`src/rtl/cmp_pkg.sv`:
```
package cmp_pkg;

    // Operation code carried on in_op.
    typedef enum logic {
        OP_ADD   = 1'b0,
        OP_CMOVZ = 1'b1
    } op_e;

    // Source picked by one operand forwarding selector.
    typedef enum logic [1:0] {
        SRC_FILE = 2'd0,
        SRC_NEAR = 2'd1,
        SRC_FAR  = 2'd2,
        SRC_ZERO = 2'd3
    } fwd_src_e;

endpackage

```
`src/rtl/cmp_regfile.sv`:
```
module cmp_regfile #(
    parameter int DATA_W = 32,
    parameter int REG_N  = 8,
    parameter int RPORTS = 3,
    localparam int AW    = $clog2(REG_N)
) (
    input  logic                           clk,
    input  logic                           rst_n,
    input  logic                           we,
    input  logic [AW-1:0]                  waddr,
    input  logic [DATA_W-1:0]              wdata,
    input  logic [RPORTS-1:0][AW-1:0]      raddr,
    output logic [RPORTS-1:0][DATA_W-1:0]  rdata,
    input  logic [AW-1:0]                  dbg_addr,
    output logic [DATA_W-1:0]              dbg_data
);

    logic [DATA_W-1:0] cells [REG_N];

    // Register 0 is hard-wired; the others reset to their own index.
    for (genvar g = 0; g < REG_N; g++) begin : g_cell
        if (g == 0) begin : g_zero
            assign cells[g] = '0;
        end else begin : g_live
            always_ff @(posedge clk or negedge rst_n) begin
                if (!rst_n) begin
                    cells[g] <= DATA_W'(g);
                end else if (we && waddr == AW'(g)) begin
                    cells[g] <= wdata;
                end
            end
        end
    end

    // Read ports pass a same-cycle write straight through.
    for (genvar p = 0; p < RPORTS; p++) begin : g_rport
        always_comb begin
            if (raddr[p] == '0) begin
                rdata[p] = '0;
            end else if (we && waddr == raddr[p]) begin
                rdata[p] = wdata;
            end else begin
                rdata[p] = cells[raddr[p]];
            end
        end
    end

    assign dbg_data = cells[dbg_addr];

endmodule

```
`src/rtl/cmp_fwd.sv`:
```
module cmp_fwd
    import cmp_pkg::*;
#(
    parameter int DATA_W = 32,
    parameter int AW     = 3
) (
    input  logic [AW-1:0]     src_idx,
    input  logic [DATA_W-1:0] file_val,
    input  logic              near_we,
    input  logic [AW-1:0]     near_rd,
    input  logic [DATA_W-1:0] near_val,
    input  logic              far_we,
    input  logic [AW-1:0]     far_rd,
    input  logic [DATA_W-1:0] far_val,
    output logic [DATA_W-1:0] opnd
);

    fwd_src_e pick;

    // Youngest producer first; register 0 never takes a forwarded value.
    always_comb begin
        if (src_idx == '0) begin
            pick = SRC_ZERO;
        end else if (near_we && near_rd == src_idx) begin
            pick = SRC_NEAR;
        end else if (far_we && far_rd == src_idx) begin
            pick = SRC_FAR;
        end else begin
            pick = SRC_FILE;
        end
    end

    always_comb begin
        unique case (pick)
            SRC_ZERO: opnd = '0;
            SRC_NEAR: opnd = near_val;
            SRC_FAR:  opnd = far_val;
            SRC_FILE: opnd = file_val;
        endcase
    end

endmodule

```
`src/rtl/cmp_exec.sv`:
```
module cmp_exec
    import cmp_pkg::*;
#(
    parameter int DATA_W = 32
) (
    input  op_e               op,
    input  logic [DATA_W-1:0] src_a,
    input  logic [DATA_W-1:0] src_b,
    input  logic [DATA_W-1:0] src_old,
    output logic [DATA_W-1:0] result
);

    logic cond_zero;

    assign cond_zero = (src_b == '0);

    always_comb begin
        unique case (op)
            OP_ADD:   result = src_a + src_b;
            OP_CMOVZ: result = cond_zero ? src_a : src_old;
        endcase
    end

endmodule

```
`src/rtl/cmov_pipe.sv`:
```
module cmov_pipe
    import cmp_pkg::*;
#(
    parameter int DATA_W = 32,
    parameter int REG_N  = 8,
    localparam int AW    = $clog2(REG_N)
) (
    input  logic              clk,
    input  logic              rst_n,
    input  logic              in_valid,
    input  logic              in_op,
    input  logic [AW-1:0]     in_rd,
    input  logic [AW-1:0]     in_rs,
    input  logic [AW-1:0]     in_rt,
    input  logic [AW-1:0]     dbg_addr,
    output logic [DATA_W-1:0] dbg_data,
    output logic              wb_valid,
    output logic [AW-1:0]     wb_rd,
    output logic [DATA_W-1:0] wb_data
);

    // Operand slots: 0 = rs (candidate), 1 = rt (condition), 2 = old rd.
    localparam int NSRC = 3;

    typedef struct packed {
        logic                         live;
        op_e                          op;
        logic [AW-1:0]                rd;
        logic [NSRC-1:0][AW-1:0]      idx;
        logic [NSRC-1:0][DATA_W-1:0]  val;
    } ex_slot_t;

    typedef struct packed {
        logic              we;
        logic [AW-1:0]     rd;
        logic [DATA_W-1:0] val;
    } res_slot_t;

    ex_slot_t                     ex_q;
    res_slot_t                    mem_q;
    res_slot_t                    wb_q;
    logic [NSRC-1:0][AW-1:0]      rd_idx;
    logic [NSRC-1:0][DATA_W-1:0]  file_val;
    logic [NSRC-1:0][DATA_W-1:0]  fwd_val;
    logic [DATA_W-1:0]            ex_res;

    assign rd_idx[0] = in_rs;
    assign rd_idx[1] = in_rt;
    assign rd_idx[2] = in_rd;

    cmp_regfile #(
        .DATA_W (DATA_W),
        .REG_N  (REG_N),
        .RPORTS (NSRC)
    ) u_rf (
        .clk      (clk),
        .rst_n    (rst_n),
        .we       (wb_q.we),
        .waddr    (wb_q.rd),
        .wdata    (wb_q.val),
        .raddr    (rd_idx),
        .rdata    (file_val),
        .dbg_addr (dbg_addr),
        .dbg_data (dbg_data)
    );

    for (genvar k = 0; k < NSRC; k++) begin : g_fwd
        cmp_fwd #(
            .DATA_W (DATA_W),
            .AW     (AW)
        ) u_fwd (
            .src_idx  (ex_q.idx[k]),
            .file_val (ex_q.val[k]),
            .near_we  (mem_q.we),
            .near_rd  (mem_q.rd),
            .near_val (mem_q.val),
            .far_we   (wb_q.we),
            .far_rd   (wb_q.rd),
            .far_val  (wb_q.val),
            .opnd     (fwd_val[k])
        );
    end

    cmp_exec #(
        .DATA_W (DATA_W)
    ) u_exec (
        .op      (ex_q.op),
        .src_a   (fwd_val[0]),
        .src_b   (fwd_val[1]),
        .src_old (fwd_val[2]),
        .result  (ex_res)
    );

    // Operand read -> execute.
    always_ff @(posedge clk or negedge rst_n) begin
        if (!rst_n) begin
            ex_q <= '0;
        end else begin
            ex_q.live <= in_valid;
            ex_q.op   <= op_e'(in_op);
            ex_q.rd   <= in_rd;
            ex_q.idx  <= rd_idx;
            ex_q.val  <= file_val;
        end
    end

    // Execute -> memory pass -> writeback; the move is already resolved here.
    always_ff @(posedge clk or negedge rst_n) begin
        if (!rst_n) begin
            mem_q <= '0;
            wb_q  <= '0;
        end else begin
            mem_q.we  <= ex_q.live && (ex_q.rd != '0);
            mem_q.rd  <= ex_q.rd;
            mem_q.val <= ex_res;
            wb_q      <= mem_q;
        end
    end

    assign wb_valid = wb_q.we;
    assign wb_rd    = wb_q.rd;
    assign wb_data  = wb_q.val;

endmodule

```
`config.mk`:
```
export PLATFORM = sky130hd
export DESIGN_NAME = cmov_pipe
export DESIGN_NICKNAME = d
export VERILOG_FILES = /design/src/rtl/cmp_pkg.sv /design/src/rtl/cmp_regfile.sv /design/src/rtl/cmp_fwd.sv /design/src/rtl/cmp_exec.sv /design/src/rtl/cmov_pipe.sv
export SDC_FILE = /design/constraint.sdc
export NUM_CORES = 1
export LEC_CHECK = 0
export CAP_MARGIN = 10
export CORE_MARGIN = 4
export CORE_UTILIZATION = 57
export CTS_CLUSTER_DIAMETER = 60
export CTS_CLUSTER_SIZE = 10
export DETAILED_ROUTE_END_ITERATION = 7
export PLACE_DENSITY = 0.78
export SLEW_MARGIN = 30
export SYNTH_ARGS = -nofsm -noshare
export SYNTH_HDL_FRONTEND = slang
export SYNTH_SLANG_ARGS = --single-unit
```
`constraint.sdc`:
```
create_clock -name clk -period 4.4 [get_ports clk]
set_input_delay 0.44 -clock clk [delete_from_list [all_inputs] [get_ports clk]]
set_output_delay 0.44 -clock clk [all_outputs]
set_load 0.03 [all_outputs]
```
---- Yosys cells after proc, flatten, opt, wreduce, memory -nomap -nowiden ----
Cells that the tools add are included.
word-level totals
  register bits ........................... 403
  bits of input ports ..................... 16
  output and inout bits ................... 68
cells by class
  add/subtract/negate cells ............... 1
  order comparisons ....................... 4
  equal/unequal tests ..................... 26
  mux-type cells .......................... 32
  bitwise gates (word level) .............. 5
  reduce and logical (&&, ||, !) cells .... 28
operator list
  kind                                                       number
  2-to-1 mux 32 bit                                          15
  binary-select mux 32 bit (select 3 bit)                    4
  one-hot mux 32 bit (4 select lines)                        2
  one-hot mux 32 bit (3 select lines)                        1
  one-hot mux 32 bit (2 select lines)                        1
  adder 32 bit                                               1
  zero test 32 bit                                           1
  equality test 3 bit                                        9
  zero test 3 bit                                            6
  2-to-1 mux 2 bit                                           9
  logical AND 1 bit                                          17
  greater-or-equal comparator 4 bit (second input constant)  4
  NOT 3 -> 4 bit                                             4
  equality test 2 bit (second input constant)                6
  equality test 3 bit (second input constant)                4
  equality test 2 x 1 -> 1 bit (second input constant)       3
  equality test 3 x 2 -> 1 bit (second input constant)       2
  zero test 2 bit                                            3
  equality test 3 x 1 -> 1 bit (second input constant)       1
  inequality test 3 x 2 -> 1 bit (second input constant)     1
  nonzero test 3 bit                                         1
  NOT 1 bit                                                  1

---- Logic depth before layout (Yosys ltp) ----
  word-level depth ........................ 10
  depth in mapped cells ................... 20

---- By module ----
A second synthesis with hierarchy kept.
second synthesis, totals
  cells, all modules ...................... 2682
  area total of the unflattened synthesis .. 26549.2 um2
by module, submodules not included
  module       times used  cells an instance  area an instance (um2)  seq. area each (um2)
  cmp_regfile  1           1648               16781.1                 5620.4
  cmov_pipe    1           180                4488.1                  4479.3
  cmp_exec     1           392                2825.2                  0.0
  cmp_fwd      3           154                818.3                   0.0

---- Least setup slack after synthesis ----
No wires, ideal clock.
  path kind ............................... register -> register
  from .................................... register wb_q, in the netlist wb_rd[1]
  to ...................................... register mem_q[30] (netlist name)
  setup time .............................. 0.123 ns
  arrival time ............................ 4.157 ns
  data required time ...................... 4.277 ns
  path slack .............................. 0.120 ns
  cell stages (with the launch flop) ...... 17
  path buffers ............................ 2
  clock period less this slack ............ 4.280 ns
  cell sequence ........................... dfrtp_1 -> xnor2_1 -> nand4_4 -> buf_4 -> buf_1 -> mux2i_1 -> a211oi_1 -> ha_1 -> nand4_1 -> nor2_1 -> a21oi_1 -> a2111oi_0 -> o41ai_2 -> o211ai_1 -> a31oi_1 -> xnor2_1 -> o221a_2
on the way
  word-level cells in the longest chain between the ends .. 10
RTL lines
  element                                                line              RTL
  start, declared                                        cmov_pipe.sv:41   res_slot_t wb_q;
  start signal, assigned                                 cmov_pipe.sv:116  wb_q <= mem_q;
  branches (longest 10 deep; another with adder 32 bit)  --
  end, declared                                          cmov_pipe.sv:40   res_slot_t mem_q;
Parallel ways; which one is timed is not known.
A chain may end at the register's enable or synchronous reset.

---- Worst setup path in the final report ----
  from .................................... register ex_q[100] (netlist name)
  to ...................................... register mem_q[28] (netlist name)
on the way
  word-level cells in the longest chain between the ends .. 10
RTL lines
  element                                               line             RTL
  start, declared                                       cmov_pipe.sv:39  ex_slot_t ex_q;
  equality test 3 bit                                   cmp_fwd.sv:26    end else if (far_we && far_rd == src_idx) begin
  logical AND 1 bit                                     cmp_fwd.sv:26
  2-to-1 mux 2 bit                                      cmp_fwd.sv:26
  2-to-1 mux 2 bit                                      cmp_fwd.sv:24    end else if (near_we && near_rd == src_idx) begin
  2-to-1 mux 2 bit *                                    cmp_fwd.sv:22    if (src_idx == '0) begin
  equality test 2 bit, or another cell as far along     cmp_fwd.sv:34    unique case (pick)
  one-hot mux 32 bit (4 select lines) *                 cmp_fwd.sv:34
  branches (longest 3 deep; another with adder 32 bit)  --
Mark *: on every way between the ends.

==> qor.yml <==
setup_path:
  r2r_cells: 19
  slowest_delay_ns: 0.46
  crit_path_frequent_cell: "buf_4"
  crit_required_ns: 4.84
  path_max_fanout: 4
  path_delay_family: "compound AO/OA/AOI/OAI gates"
  startpoint_type: "flop"
  critPathBufInv: 3
  setup.worst_path.start: "ex_q[100]"
  worst-r2r-setup-slack_ns: 0.13
  regToRegStartpoint: "ex_q[100]"
  endpoint: "mem_q[28]"
  cp-end-kind: "flop"
  cpMaxStageDelayCell: "fa_1"
  crit_chain: "buf_4 > xnor2_2 > nand4_1 > nor2_1 > a21oi_1 > and2_1 > ha_2 > fa_1 > a211oi_2 > o21ai_0 > a21oi_2 > a2111oi_1 > buf_4 > o41ai_4 > buf_4 > o21ai_0 > o41ai_2 > xor2_1 > o221ai_1"
  path_depth: 19
  cp_data_arrival_time_ns: 4.72
  worstSetupPathType: "flop to flop"
  worstReg2RegEnd: "mem_q[28]"
floorplanning:
  ios: 84
  num_rows: 77
  chipWidth_microns: 220
  dieArea_sq_um: 48600
  core_sq_um: 44400
  start_util_pct: 57.9
  die_h_microns: 220
final_layout:
  n_antenna_cell: 0
  final_nets: 2713
  final_common_cell: "dfrtp_1"
  area_growth_pct: 11.4
  drive_gt1_share_pct: 19.4
  finalNonFillerCells: 3287
  final_cell_mix: "dfrtp_1, nor2_1, mux2_2, o21ai_0"
  post-route-util_pct: 64.5
synth:
  syn_inst: 2695
  async_reset_ff_share_pct: 100
  ys_warn_count: 0
  ys.flop_type: "dfrtp_1"
  synth.avg_cell_area_sq_um: 9.54
  syn_nets: 2743
  synth_seq_cells: 403
  syn_area_sq_um: 25700
  synth_edf_count: 0
  synth-seq-area-share_pct: 39.3
  yosysUniqueCellTypes: 63
timing:
  period_share_pct: 97.1
  slew_viol_final: 0
  slew_headroom_pct: 30.5
  fin_crit_ns: 4.27
  worst_pin_slew_ns: 1.04
  fmax_mhz: 234
  final-hold-violation-count: 0
  setup_viol: 0
  finClkSkew_ns: 0.0166
  rsz0062_at_grt: "true"
power_and_ir_drop:
  seqPwrFrac_pct: 41.9
  power_frac_comb_pct: 38.2
  power_switching_mw: 7.56
  switching_share_pct: 41.1
  ir_drop_mv: 0.421
  p_leak_nw: 13.0
  internal_power_mw: 10.9
  pwr-share-clk_pct: 19.9
  power_density_nw_per_um2: 643
routing:
  first_pass_iters: 7
  drt-vias-per-instance: 7.14
  drt_iter0_markers: 3484
  drc: 0
  ant_nets: 0
  drt_wl_total_microns: 88400
  via_count: 23500
  wl_per_cell_microns: 26.9
clock_tree:
  clk_pin_slew_ns: 0.06
  clock-root-buffer: "clkbuf_16"
  htreeDepth: 2
  cts_tree: "yes"
  clock_path_buffers: 3
  cts_buffers: 48
  clock_sinks: 403
  clk_latency_ns: 0.60
run:
  drv_cap: 0
global_route:
  grt_usage_pct: 35.7
  overflow: 0
  grt_max_degree: 111
  grt_pass1_vias: 22700
  antenna_found_initial: 1
  grt_first_pass_wirelength_microns: 135000
placement:
  io_buffers: 83
  place.gp.congestion: 0.981
  dp_hpwl_microns: 56000
  dp_cells: 3202
min_path:
  hold_path.class: "input pin to flop"
outcome:
  status: "completed"
## cell type report
cell class | instances | area, sq um
clock buffers | 74 | 1350
multi-input cells | 1985 | 14600
clock inverters | 6 | 43.8
repair buffers | 187 | 1670
inverters | 40 | 150
flip-flops and latches | 403 | 10100
well taps | 592 | 741
fillers | 3521 | 15800
## power by group through the flow
stage | combinational (mW) | clock [mW] | sequential, mW
finish | 7.04 | 3.67 | 7.71
global placement | 6.64 | 0 | 7.42
global route | 7.61 | 3.86 | 7.88
CTS | 6.88 | 3.71 | 7.53
detailed placement | 6.82 | 0 | 7.58
floorplan | 5.01 | 0 | 6.83
## how the worst min path moves through the flow
| stage | slack, ns | depth (start not counted) | start | endpoint |
|---|---|---|---|---|
| floorplan | 0.14 | 0 | rst_n | ex_q[0] |
| global placement | 0.42 | 0 | mem_q[16] | wb_data[16] |
| detailed placement | 0.42 | 0 | mem_q[16] | wb_data[16] |
| CTS | 0.16 | 1 | in_rs[2] | ex_q[98] |
| global route | 0.19 | 1 | in_rs[2] | ex_q[98] |
| finish | 0.21 | 1 | in_rs[2] | ex_q[98] |
## through the flow
step           area [sq um]  setup TNS [ns]  setup WS [ns]  total power [mW]  hold WS (ns)
3_3_place_gp          27100         -0.0796        -0.0796              14.1         0.417
5_1_grt               28600         -0.0150        -0.0114              19.3         0.193
3_5_place_dp          27100          -0.109        -0.0964              14.4         0.416
6_report              28600               0          0.126              18.4         0.207
4_1_cts               28500               0         0.0532              18.1         0.164
2_1_floorplan         25700               0          0.120              11.8         0.144
## synthesized netlist by cell type, types with 5 or more instances
master,n,area (sq um)
a21o_1,15,113
nor2_1,291,1090
nor3_1,33,165
o22a_1,95,832
o21ai_0,215,1080
buf_1,34,128
and2_1,6,37.5
nand3_1,16,80.1
clkbuf_1,213,800
nor2b_1,5,31.3
nor4_1,12,75.1
mux2i_1,191,1910
inv_1,39,146
nand4_1,12,75.1
nand2b_1,6,37.5
xor2_1,18,158
o21ai_1,9,45.0
mux4_2,35,788
o22ai_1,94,588
ha_1,31,388
mux2_2,262,2950
or3_1,6,37.5
xnor2_1,37,324
dfstp_2,12,315
o211ai_1,101,758
a31oi_1,9,56.3
o31ai_1,8,60.1
nand2_1,131,492
dfrtp_1,391,9780
buf_2,13,65.1
a21oi_1,192,961
a221oi_1,32,280
a22oi_1,15,113
a211oi_1,60,450
## worst reg2reg max path, cell delays in order, from the launching register on
cell       delay (ns)
dfrtp_1          0.39
buf_4            0.16
xnor2_2          0.17
nand4_1          0.20
nor2_1           0.18
a21oi_1          0.09
and2_1           0.18
ha_2             0.21
fa_1             0.46
a211oi_2         0.21
o21ai_0          0.14
a21oi_2          0.25
a2111oi_1        0.13
buf_4            0.16
o41ai_4          0.30
buf_4            0.18
o21ai_0          0.12
o41ai_2          0.27
xor2_1           0.20
o221ai_1         0.12
## state kept, by name, summed over array words and instances (netlist names)
register / flops
wb_data: 32
ex_q: 107
wb_valid: 1
wb_rd: 3
u_rf.cells: 224
mem_q: 36
## metal layers
layer	global-route usage, %	vias to the layer above	part of all wire (%)
met5	0	-	0.0091
met2	52.1	1830	43
met3	9.96	372	13
met4	14.8	2	4.4
met1	50.4	11300	40
li1	-	9944	-
## cell families (layout without fill, tap and decap cells)
group,count (synthesis),count (layout),synth area share (%)
xor gates and xnor gates,55,55,1.87
and+or+nand+nor,537,537,8.87
AOI/OAI and AO/OA,873,873,21.7
DFF,403,403,39.3
adders and majority gates,32,32,1.59
muxes,488,488,22.0
buffers and inverters,307,307,4.69
## what timing repair did
item,CTS,global route
hold endpoints to repair,96,0
pin swaps,0,4
buffers inserted,0,3
hold buffers,1,0
resized for setup,3,17
endpoints found under the setup margin,2,8
(Power assumes the default switching activity.)
